--- src/rtl/ir_carrier_pkg.sv ---
package ir_carrier_pkg;

    localparam int CAR_CNT_W = 4;
    localparam int CAR_SEL_W = 3;

    typedef logic [CAR_CNT_W-1:0] car_cnt_t;
    typedef logic [CAR_SEL_W-1:0] car_sel_t;

    // select codes; the encoding is fixed by the software view
    typedef enum logic [CAR_SEL_W-1:0] {
        SEL_P12_H6 = 3'b000,
        SEL_P12_H4 = 3'b001,
        SEL_P12_H3 = 3'b010,
        SEL_P8_H4  = 3'b011,
        SEL_P8_H2  = 3'b100,
        SEL_P11_H4 = 3'b101,
        SEL_OFF_A  = 3'b110,
        SEL_OFF_B  = 3'b111
    } car_sel_e;

    typedef struct packed {
        car_cnt_t period;
        car_cnt_t high_len;
        logic     bypass;
    } car_shape_t;

    // pulse shape per select code; bypass codes use a one-clock period
    function automatic car_shape_t car_shape(input car_sel_t code);
        car_shape_t s;
        case (car_sel_e'(code))
            SEL_P12_H6: s = '{period: car_cnt_t'(12), high_len: car_cnt_t'(6), bypass: 1'b0};
            SEL_P12_H4: s = '{period: car_cnt_t'(12), high_len: car_cnt_t'(4), bypass: 1'b0};
            SEL_P12_H3: s = '{period: car_cnt_t'(12), high_len: car_cnt_t'(3), bypass: 1'b0};
            SEL_P8_H4:  s = '{period: car_cnt_t'(8),  high_len: car_cnt_t'(4), bypass: 1'b0};
            SEL_P8_H2:  s = '{period: car_cnt_t'(8),  high_len: car_cnt_t'(2), bypass: 1'b0};
            SEL_P11_H4: s = '{period: car_cnt_t'(11), high_len: car_cnt_t'(4), bypass: 1'b0};
            default:    s = '{period: car_cnt_t'(1),  high_len: car_cnt_t'(1), bypass: 1'b1};
        endcase
        return s;
    endfunction

endpackage

--- src/rtl/ir_car_regs.sv ---
module ir_car_regs
    import ir_carrier_pkg::*;
#(
    parameter int DATA_W   = 4,
    parameter int DATA_BIT = 3
) (
    input  logic              clk,
    input  logic              rst,
    input  logic              sel_we,
    input  car_sel_t          sel_wdata,
    input  logic              dat_we,
    input  logic [DATA_W-1:0] dat_wdata,
    output car_sel_t          sel_next,
    output logic              dat_q,
    output logic              restart
);

    car_sel_t sel_q;
    logic     dat_next;

    assign sel_next = sel_we ? sel_wdata : sel_q;
    assign dat_next = dat_we ? dat_wdata[DATA_BIT] : dat_q;
    assign restart  = dat_next & ~dat_q;

    always_ff @(posedge clk) begin
        if (rst) begin
            sel_q <= '0;
            dat_q <= 1'b0;
        end else begin
            sel_q <= sel_next;
            dat_q <= dat_next;
        end
    end

    // only the selected bit of a data write reaches the data register
    assert_data_bit_R6: assert property (@(posedge clk) disable iff (rst)
        dat_we |=> (dat_q == $past(dat_wdata[DATA_BIT])));

endmodule

--- src/rtl/ir_car_phase.sv ---
module ir_car_phase
    import ir_carrier_pkg::*;
(
    input  logic       clk,
    input  logic       rst,
    input  logic       stop_i,
    input  logic       restart,
    input  car_sel_t   sel_load,
    output car_cnt_t   cnt_q,
    output car_sel_t   act_q,
    output logic       carrier_hi,
    output logic       bypass
);

    car_shape_t shp;
    logic       at_end;

    assign shp        = car_shape(act_q);
    assign at_end     = (cnt_q == car_cnt_t'(shp.period - car_cnt_t'(1)));
    assign carrier_hi = (cnt_q < shp.high_len);
    assign bypass     = shp.bypass;

    // shape is taken over only at a period start, restart or in stop
    always_ff @(posedge clk) begin
        if (rst) begin
            cnt_q <= '0;
            act_q <= '0;
        end else if (stop_i || restart || at_end) begin
            cnt_q <= '0;
            act_q <= sel_load;
        end else begin
            cnt_q <= cnt_q + car_cnt_t'(1);
        end
    end

    // the phase never reaches the period of the active shape
    assert_cnt_in_range_R2: assert property (@(posedge clk) disable iff (rst)
        cnt_q < car_shape(act_q).period);

    // the active shape changes only when a new period begins
    assert_sel_at_boundary_R8: assert property (@(posedge clk) disable iff (rst)
        !$stable(act_q) |-> (cnt_q == '0));

endmodule

--- src/rtl/ir_car_drive.sv ---
module ir_car_drive (
    input  logic stop_i,
    input  logic dat_q,
    input  logic carrier_hi,
    input  logic bypass,
    output logic ir_sink_o,
    output logic ir_oe_o
);

    logic lit;

    assign lit       = dat_q & (bypass | carrier_hi);
    assign ir_sink_o = lit & ~stop_i;
    assign ir_oe_o   = ~stop_i;

endmodule

--- src/rtl/ir_carrier_gen.sv ---
module ir_carrier_gen
    import ir_carrier_pkg::*;
#(
    parameter int DATA_W   = 4,
    parameter int DATA_BIT = 3
) (
    input  logic              clk,
    input  logic              rst,
    input  logic              sel_we,
    input  logic [2:0]        sel_wdata,
    input  logic              dat_we,
    input  logic [DATA_W-1:0] dat_wdata,
    input  logic              stop_i,
    output logic              ir_sink_o,
    output logic              ir_oe_o
);

    car_sel_t sel_next;
    car_sel_t act_q;
    car_cnt_t cnt_q;
    logic     dat_q;
    logic     restart;
    logic     carrier_hi;
    logic     bypass;

    ir_car_regs #(.DATA_W(DATA_W), .DATA_BIT(DATA_BIT)) regs_i (
        .clk       (clk),
        .rst       (rst),
        .sel_we    (sel_we),
        .sel_wdata (sel_wdata),
        .dat_we    (dat_we),
        .dat_wdata (dat_wdata),
        .sel_next  (sel_next),
        .dat_q     (dat_q),
        .restart   (restart)
    );

    ir_car_phase phase_i (
        .clk        (clk),
        .rst        (rst),
        .stop_i     (stop_i),
        .restart    (restart),
        .sel_load   (sel_next),
        .cnt_q      (cnt_q),
        .act_q      (act_q),
        .carrier_hi (carrier_hi),
        .bypass     (bypass)
    );

    ir_car_drive drive_i (
        .stop_i     (stop_i),
        .dat_q      (dat_q),
        .carrier_hi (carrier_hi),
        .bypass     (bypass),
        .ir_sink_o  (ir_sink_o),
        .ir_oe_o    (ir_oe_o)
    );

    // a rising data bit always finds the phase at the start of a pulse
    assert_restart_phase_R7: assert property (@(posedge clk) disable iff (rst)
        $rose(dat_q) |-> (cnt_q == '0));

    // stop floats the pin and removes the drive
    assert_stop_hiz_R9: assert property (@(posedge clk) disable iff (rst)
        stop_i |-> (!ir_oe_o && !ir_sink_o));

    // without a carrier the pin follows the data bit
    assert_bypass_follow_R5: assert property (@(posedge clk) disable iff (rst)
        (!stop_i && act_q[2] && act_q[1]) |-> (ir_sink_o == dat_q));

endmodule

--- config.mk ---
export PLATFORM = sky130hd
export DESIGN_NAME = ir_carrier_gen
export DESIGN_NICKNAME = d
export VERILOG_FILES = /design/src/rtl/ir_carrier_pkg.sv /design/src/rtl/ir_car_regs.sv /design/src/rtl/ir_car_phase.sv /design/src/rtl/ir_car_drive.sv /design/src/rtl/ir_carrier_gen.sv
export SDC_FILE = /design/constraint.sdc
export NUM_CORES = 1
export LEC_CHECK = 0
export ABC_AREA = 1
export BUFFER_PORTS_ARGS = -buffer_cell sky130_fd_sc_hd__buf_2
export CORE_UTILIZATION = 35
export CTS_CLUSTER_DIAMETER = 60
export DETAILED_ROUTE_END_ITERATION = 16
export GPL_ROUTABILITY_DRIVEN = 0
export PLACE_DENSITY = 0.67
export SLEW_MARGIN = 20
export SYNTH_ARGS = -nofsm -noshare
export SYNTH_HDL_FRONTEND = slang
export SYNTH_SLANG_ARGS = --single-unit
export TNS_END_PERCENT = 20
--- constraint.sdc ---
create_clock -name clk -period 2 [get_ports clk]
set_input_delay 0.1 -clock clk [delete_from_list [all_inputs] [get_ports clk]]
set_output_delay 0.1 -clock clk [all_outputs]
set_load 0.05 [all_outputs]
# --- Word level (Yosys, flattened, before mapping) ---
# Index checks and enable logic that the tools add are counted.
totals:
  register_bits: 11
  latch_bits: 0
  ram_bits: 0
  mem_bits_ro: 0
  in_bits: 12
  out_inout_bits: 2
  wordCells: 26
  n_memories: 0
op_classes:
  add_sub_neg: 2
  n_mul: 0
  n_div: 0
  order_cmp: 1
  n_eq_ne: 6
  n_shift: 0
  mux: 3
  n_bitwise: 6
  n_reduce_logical: 4
ops:
  columns: ["operator", "n"]
  rows:
  - ["9-bit case mux with 6 select lines", 1]
  - ["3-bit by 2-bit == test with 1-bit output (second input constant)", 2]
  - ["3-bit == test (second input constant)", 2]
  - ["4-bit by 1-bit adder with 4-bit output (second input constant)", 1]
  - ["4-bit == test", 1]
  - ["4-bit less-than comparator", 1]
  - ["4-bit by 1-bit subtractor with 4-bit output (second input constant)", 1]
  - ["1-bit AND", 3]
  - ["3-bit by 1-bit == test with 1-bit output (second input constant)", 1]
  - ["3-bit logical NOT", 1]
  - ["3-bit two-way mux", 1]
  - ["1-bit logical OR", 2]
  - ["1-bit NOT", 2]
  - ["2-bit OR reduction", 1]
  - ["1-bit two-way mux", 1]
  - ["1-bit OR", 1]

# --- Longest topological paths before layout ---
# Gate-level depths: netlist of the first run.
logic_depth:
  depth_word: 6
  ltp_mapped: 11
  ltp_nobuf: 11

# --- By module ---
# A second synthesis of the first run with hierarchy kept.
hier_totals:
  cells_unflattened: 108
  hier_area_um2: 664.4
by_module_without_submodules:
  columns: ["mod", "n_inst", "cells_each", "area_per_inst_um2", "seq_area_each_um2"]
  rows:
  - ["ir_car_phase", 1, 70, 454.2, 140.1]
  - ["ir_car_regs", 1, 34, 195.2, 80.1]
  - ["ir_car_drive", 1, 4, 15.0, 0.0]

# --- Worst setup path before layout of the first run ---
# No wires, ideal clock.
synth_timing:
  path_type: "register to output"
  startpoint: "register phase_i.act_q[1]"
  endpoint: "output ir_sink_o"
  t_arrival_ns: 1.838
  required_time_ns: 1.900
  slack_ns: 0.062
  path_stages_with_launch: 8
  n_path_buf: 0
  cell_sequence: "dfxtp_1 nand2_1 nand2_1 ha_1 o21a_1 o21ai_0 nand2_1 a21oi_1"
synth_between:
  elab_chain_len: 6
  word_cells_on_any_way: 11
  cone_classes: "1 x order compare; 5 x eq/ne; 1 x mux; 3 x bitwise; 1 x reduce/logical"
synth_rtl:
  columns: ["item", "line_no", "source"]
  rows:
  - ["from (decl)", "ir_car_phase.sv:10", "output car_sel_t act_q,"]
  - ["from (signal assigned)", "ir_car_phase.sv:30", "act_q <= sel_load;"]
  - ["3-bit == test, or another cell as far along", "ir_carrier_pkg.sv:30", "case (car_sel_e'(code))"]
  - ["9-bit case mux with 6 select lines (*)", "ir_carrier_pkg.sv:30", null]
  - ["4-bit less-than comparator", "ir_car_phase.sv:20", "assign carrier_hi = (cnt_q < shp.high_len);"]
  - ["1-bit OR (*)", "ir_car_drive.sv:12", "assign lit = dat_q & (bypass | carrier_hi);"]
  - ["1-bit AND (*)", "ir_car_drive.sv:12", null]
  - ["1-bit AND (*)", "ir_car_drive.sv:13", "assign ir_sink_o = lit & ~stop_i;"]
  - ["to (decl)", "ir_carrier_gen.sv:14", "output logic ir_sink_o,"]
# Every way passes the cells marked *; elsewhere a longest branch is shown, timed or not.

# --- Worst setup path after layout of the first run ---
layout_timing:
  startpoint: "register phase_i.act_q[2]"
  endpoint: "output ir_sink_o"
# The elaborated chain is that of the path after synthesis.

==> flow_metrics.py, run 1 <==
metrics = {
    "status": {
        "status": "complete, no violations",
    },
    "timing": {
        "clock_skew_ns": 0.004373,
        "hold_viol": 0,
        "slew_headroom_pct": 68.01,
        "setup_viol": 0,
        "fin_setup_tns_ns": 0,
        "period_minus_slack_ns": 1.808,
        "rsz0062_at_grt": "false",
        "min_period_over_period_pct": 90.42,
        "max_freq_mhz": 553.0,
        "tightest_slew_ns": 0.4776,
        "finalMaxSlewViolations": 0,
    },
    "critical_path": {
        "worstSetupPathType": "reg2out",
        "critPathArrivalTime_ns": 1.71,
        "cp-end-kind": "output pin",
        "crit_fanout": 5,
        "startpoint_type": "flop",
        "crit_required_ns": 1.90,
    },
    "global_route": {
        "antenna_found_initial": 0,
        "grt_use_total_pct": 13.68,
        "grt_max_degree": 8,
        "grt_pass1_wl_mm": 1.856,
        "grt_pass1_vias": 479,
        "overflow": 0,
    },
    "clock_network": {
        "ctsResizeCount": 0,
        "cts_setup_buffers": 0,
        "cts_made_buffers": 3,
        "postCtsHoldBufs": 0,
        "tritoncts": "built",
        "worstSkewPairLatency_ns": 0.27,
        "cts_max_level": 1,
        "clk_pin_slew_ns": 0.07,
        "cts-root-buf": "clkbuf_4",
        "cts_sinks": 11,
        "clockBufferDepth": 2,
    },
    "route": {
        "drt_iter0_markers": 7,
        "dr.pass1.iters": 4,
        "vias": 562,
        "drc": 0,
        "vias_per_cell": 4.607,
        "wl_per_cell_um": 8.467,
        "ant_nets": 0,
        "wl_mm": 1.033,
    },
    "layout": {
        "syn2layout_area_growth_pct": 16.36,
        "nNetsFinal": 122,
        "drive_gt1_share_pct": 16.04,
        "fin_util_pct": 45.16,
        "antenna_cells": 0,
    },
    "floorplan": {
        "placementRows": 14,
        "start_util_pct": 38.81,
        "die_width_um": 43.81,
        "dieHeight_um": 43.81,
        "design.core.area_um2": 1577,
        "die-area_um2": 1919,
        "io_pins": 14,
    },
    "synthesis": {
        "avgSynthCellArea_um2": 6.650,
        "seq_area_frac_synth_pct": 35.99,
        "synthCells": 92,
        "synth_seq_cells": 11,
        "ys_types": 18,
        "synth_nets": 107,
        "synth_warnings": 0,
        "synth_area_um2": 611.8,
    },
    "worst_hold_path": {
        "hold_class": "in2reg",
    },
    "placement": {
        "dp_hpwl_um": 870.2,
        "port_buffers": 10,
    },
    "flow_run": {
        "drv_cap": 0,
    },
    "pwr": {
        "powerDensity_nw_per_um2": 695.2,
        "leakage_nw": 0.3815,
        "irDropWorstVdd_mv": 0.3164,
        "total_power_mw": 0.4949,
    },
}
## cells in the final DEF (no fill, tap or decap), types with 2 or more instances in the layout
| cell type | n |
|---|---|
| a21oi_1 | 2 |
| buf_2 | 9 |
| clkbuf_4 | 3 |
| dfxtp_1 | 10 |
| ha_1 | 3 |
| inv_1 | 17 |
| nand2_1 | 24 |
| nand3_1 | 6 |
| nor2_1 | 14 |
| nor3_1 | 3 |
| o21ai_1 | 2 |
| xor2_1 | 2 |
## layer usage
| metal | GRT usage, % | wire length (um) | vias up |
|---|---|---|---|
| met4 | 11.25 | 37 | 0 |
| met2 | 20.90 | 474 | 11 |
| li1 | - | - | 311 |
| met3 | 3.750 | 36 | 5 |
| met1 | 15.82 | 485 | 235 |
| met5 | 0 | 0 | - |
## kinds of logic (layout without fill, tap and decap cells)
| kind of cell | after synthesis | count (layout) | synth area share (%) |
|---|---|---|---|
| XOR/XNOR | 3 | 3 | 4.295 |
| AO/OA/AOI/OAI | 8 | 8 | 7.567 |
| flip-flops | 11 | 11 | 35.99 |
| AND/OR/NAND/NOR | 50 | 50 | 35.58 |
| buffers and inverters | 17 | 31 | 10.43 |
| adder cells (fa/ha/maj) | 3 | 3 | 6.136 |
## cell usage after synthesis
master / number / area, um^2
xor2_1: 2 / 17.52
a21oi_1: 2 / 10.01
nand2_2: 1 / 6.260
nor2_2: 1 / 6.260
a31oi_1: 1 / 6.260
nand3_1: 6 / 30.03
dfxtp_1: 11 / 220.2
nor3_1: 3 / 15.01
nand2_1: 24 / 90.09
o211ai_1: 1 / 7.510
nor2_1: 14 / 52.55
ha_1: 3 / 37.54
inv_1: 17 / 63.81
xnor2_1: 1 / 8.760
o21ai_1: 1 / 5.000
o21ai_0: 2 / 10.01
o21a_1: 1 / 7.510
nand3_4: 1 / 17.52
## area by class of cell
type	count	area, um^2
Clock buffer	4	26.28
Multi-Input combinational cell	64	327.8
Timing Repair Buffer	10	52.55
Fill cell	179	864.6
Inverter	17	63.81
Sequential cell	11	221.5
Tap cell	16	20.02
## through the flow
step	hold WS (ns)	std cells	cell area (um^2)	setup WS, ns
after floorplan	0.1724	92	611.8	0.06180
after global placement	0.3357	118	681.9	0.3901
after detailed placement	0.3460	118	681.9	0.3408
after CTS	0.04764	122	708.2	0.04044
after global routing	0.05185	122	711.9	0.007849
final	0.04957	122	711.9	0.1916
## power breakdown
part / switching [mW] / internal (mW) / leakage [nW]
clock network: 0.0719 / 0.0772 / 0.0150
registers: 0.0119 / 0.233 / 0.0910
logic: 0.0611 / 0.0393 / 0.276
## worst paths after layout
path	depth (start not counted)	startpoint	slack, ns	to
worst max register to register	11	phase_i.act_q[0]$_SDFFE_PP0P_	0.69	phase_i.act_q[0]$_SDFFE_PP0P_
worst max-delay path	8	phase_i.act_q[2]$_SDFFE_PP0P_	0.19	ir_sink_o
worst min register to register	1	phase_i.cnt_q[0]$_SDFF_PP0_	0.48	phase_i.cnt_q[0]$_SDFF_PP0_
worst min-delay path	2	rst	0.05	regs_i.dat_q$_SDFF_PP0_
## flip-flops by register name, summed over array words and instances, names as in the netlist
signal         cells
phase_i.cnt_q      4
regs_i.dat_q       1
regs_i.sel_q       3
phase_i.act_q      3
## worst max-delay path, stage by stage, from the launching register on
cell and delay (ns):
dfxtp_1 0.34, nand2_1 0.14, nand2_1 0.08, ha_1 0.27, o21a_1 0.10, o21ai_1 0.11
nand2_1 0.07, a21oi_1 0.12, buf_4 0.21
Power figures use the tool's default switching activity.
==> run 2, diff against run 1 <==
--- a/config.mk
+++ b/config.mk
@@ -5,13 +5,12 @@
 export SDC_FILE = /design/constraint.sdc
 export NUM_CORES = 1
 export LEC_CHECK = 0
-export ABC_AREA = 1
 export BUFFER_PORTS_ARGS = -buffer_cell sky130_fd_sc_hd__buf_2
 export CORE_UTILIZATION = 35
 export CTS_CLUSTER_DIAMETER = 60
 export DETAILED_ROUTE_END_ITERATION = 16
 export GPL_ROUTABILITY_DRIVEN = 0
-export PLACE_DENSITY = 0.67
+export PLACE_DENSITY = 0.66
 export SLEW_MARGIN = 20
 export SYNTH_ARGS = -nofsm -noshare
 export SYNTH_HDL_FRONTEND = slang
==> run 2 against run 1 <==
The run now ends with negative setup slack left; critical endpoint unchanged; sequential share of layout area decreased by 3.9 points; die area is 7.8% higher; synthesized cell count is 18% lower; core utilization increased by 1.4 points; sequential power shrank 3%.
==> flow_metrics.py, run 2 <==
metrics = {
    "status": {
        "status": "finished, violations left",
        "violations": "negative setup slack",
    },
    "route": {
        "wl_mm": 1.368,
        "drc": 0,
        "wl_per_cell_um": 11.59,
        "vias": 616,
        "dr.pass1.iters": 4,
        "ant_nets": 0,
        "vias_per_cell": 5.220,
        "drt_iter0_markers": 8,
    },
    "critical_path": {
        "r2r_end": "phase_i.cnt_q[3]$_SDFF_PP0_",
        "crit_required_ns": 1.90,
        "critPathArrivalTime_ns": 1.98,
        "crit_end": "ir_sink_o",
        "startpoint_type": "flop",
        "r2r_cells": 6,
        "r2r_slack_ns": 0.29,
        "reg2reg_from": "phase_i.act_q[1]$_SDFFE_PP0P_",
        "worstSetupPathType": "reg2out",
        "crit_fanout": 3,
        "startpoint": "phase_i.act_q[0]$_SDFFE_PP0P_",
        "cp-end-kind": "output pin",
    },
    "synthesis": {
        "synth_warnings": 0,
        "synth.top_cells.by_count": "11 x dfxtp_1, 8 x nor2_1, 5 x inv_1, 5 x nand2_1",
        "synth_seq_cells": 11,
        "ys_types": 33,
        "netlist_top_cells_area": "dfxtp_1 33%, mux2i_1 6.0%, ha_1 5.7%, nor2_1 4.5%, a32oi_1 4.0%",
        "synth_top_area_share_pct": 33.27,
        "ys.flop_type": "dfxtp_1",
        "seq_area_frac_synth_pct": 33.27,
        "avgSynthCellArea_um2": 8.825,
        "synth_nets": 90,
        "synth_most_common_cell": "dfxtp_1",
        "ys_async_sr_fraction_pct": 0,
        "synth_top_cell_by_area": "dfxtp_1",
        "synth-edff-count": 0,
        "synthCells": 75,
        "synth_area_um2": 661.9,
    },
    "global_route": {
        "grt-busiest-layer": "met2",
        "grt_pass1_wl_mm": 2.318,
        "grt_max_degree": 9,
        "grtUsageMet3_pct": 5.952,
        "overflow": 0,
        "gr-usage-met1_pct": 19.95,
        "grt_use_total_pct": 15.93,
        "grt_pass1_vias": 549,
        "use_met2_pct": 24.86,
        "antenna_found_initial": 0,
    },
    "flow_run": {
        "drv_cap": 0,
    },
    "floorplan": {
        "placementRows": 15,
        "die_width_um": 45.49,
        "design.core.area_um2": 1745,
        "io_pins": 14,
        "dieHeight_um": 45.49,
        "start_util_pct": 37.92,
        "die-area_um2": 2069,
    },
    "layout": {
        "largestRegisters": "phase_i.cnt_q x4, phase_i.act_q x3, regs_i.sel_q x3",
        "syn2layout_area_growth_pct": 22.87,
        "antenna_cells": 0,
        "drive_gt1_share_pct": 24.73,
        "largest_reg_flops": 4,
        "final_cell_mix": "10 x dfxtp_1, 9 x buf_2, 8 x nor2_1",
        "nNetsFinal": 109,
        "regMostFlops": "phase_i.cnt_q",
        "final_common_cell": "dfxtp_1",
        "fillCellCount": 183,
        "fin_util_pct": 46.60,
    },
    "clock_network": {
        "cts_sinks": 11,
        "postCtsHoldBufs": 0,
        "worstSkewPairLatency_ns": 0.27,
        "cts_max_level": 1,
        "clockBufferDepth": 2,
        "clk_pin_slew_ns": 0.07,
        "cts-root-buf": "clkbuf_4",
        "tritoncts": "built",
        "cts_made_buffers": 3,
    },
    "timing": {
        "slew_headroom_pct": 73.57,
        "min_period_over_period_pct": 104.0,
        "hold_viol": 0,
        "rsz0062_at_grt": "true",
        "setup_viol": 1,
        "worst_slack_ns": -0.08082,
        "tightest_slew_ns": 0.3965,
        "period_minus_slack_ns": 2.081,
        "fin_setup_tns_ns": -0.08082,
        "finalMaxSlewViolations": 0,
        "clock_skew_ns": 0.003599,
        "max_freq_mhz": 480.6,
    },
    "worst_hold_path": {
        "hold_class": "in2reg",
    },
    "pwr": {
        "total_power_mw": 0.4808,
        "leakage_nw": 0.3590,
        "irDropWorstVdd_mv": 0.3542,
        "powerDensity_nw_per_um2": 591.2,
    },
    "placement": {
        "dp_hpwl_mm": 1.054,
        "dp_slack_ns": 0.1243,
        "port_buffers": 10,
    },
}
-- run 2: changes by cell type after synthesis, sizes merged, moves of 4 or more --
cell   before  now
nand2      25    5
inv        17    5
nor2       15    8
mux2i       0    4
-- run 2: repair_timing --
item / CTS / global route
setup buffers: 0 / 0
setup endpoints to repair: 1 / 1
gates resized for setup: 3 / 0
-- run 2: power by group --
group          switching (mW)  internal [mW]
Clock                  0.0768         0.0773
Combinational          0.0497         0.0400
Sequential            0.00671          0.230
-- run 2: worst min path at each step --
stage | depth (start not counted) | endpoint | from | slack [ns]
5_1_grt | 2 | regs_i.dat_q$_SDFF_PP0_ | rst | 0.06
6_report | 2 | regs_i.dat_q$_SDFF_PP0_ | rst | 0.05
3_3_place_gp | 2 | regs_i.dat_q$_SDFF_PP0_ | rst | 0.33
4_1_cts | 2 | regs_i.dat_q$_SDFF_PP0_ | rst | 0.05
2_1_floorplan | 1 | regs_i.dat_q$_SDFF_PP0_ | rst | 0.17
3_5_place_dp | 2 | regs_i.dat_q$_SDFF_PP0_ | rst | 0.35
-- run 2: cells by family after synthesis --
kind of cell    share of synthesized area [%]
compound gates                          21.17
xor+xnor                                3.970
fa+ha+maj                               5.672
buf+inv                                 6.427
flops                                   33.27
mux                                     6.049
simple gates                            23.44
-- run 2: cell type report --
| cell class | instances | area [um^2] | area share, % |
|---|---|---|---|
| clock buffer | 4 | 26.28 | 3.231 |
| multi-input combinational | 56 | 406.6 | 50.00 |
| inverter | 5 | 18.77 | 2.308 |
| sequential | 11 | 221.5 | 27.23 |
| timing repair buffer | 17 | 108.9 | 13.38 |
| tap | 25 | 31.28 | 3.846 |
-- run 2: critical path: stages (launching register included) --
cell and delay, ns:
dfxtp_1 0.32, or4b_1 0.51, a21o_1 0.19, a211o_1 0.29
a211oi_4 0.21, buf_6 0.18
-- run 2: per-stage QoR --
stage | hold slack [ns] | cells | area, um^2
floorplan | 0.1724 | 75 | 669.4
global placement | 0.3288 | 114 | 779.5
detailed placement | 0.3510 | 114 | 779.5
CTS | 0.05216 | 118 | 813.3
global route | 0.05725 | 118 | 813.3
finish | 0.04925 | 118 | 813.3
-- run 2: metal layers --
layer | vias up | share of wire (%)
met5 | - | 0
met4 | 0 | 0.73
met3 | 3 | 5.3
met2 | 19 | 45
met1 | 284 | 48
li1 | 310 | -
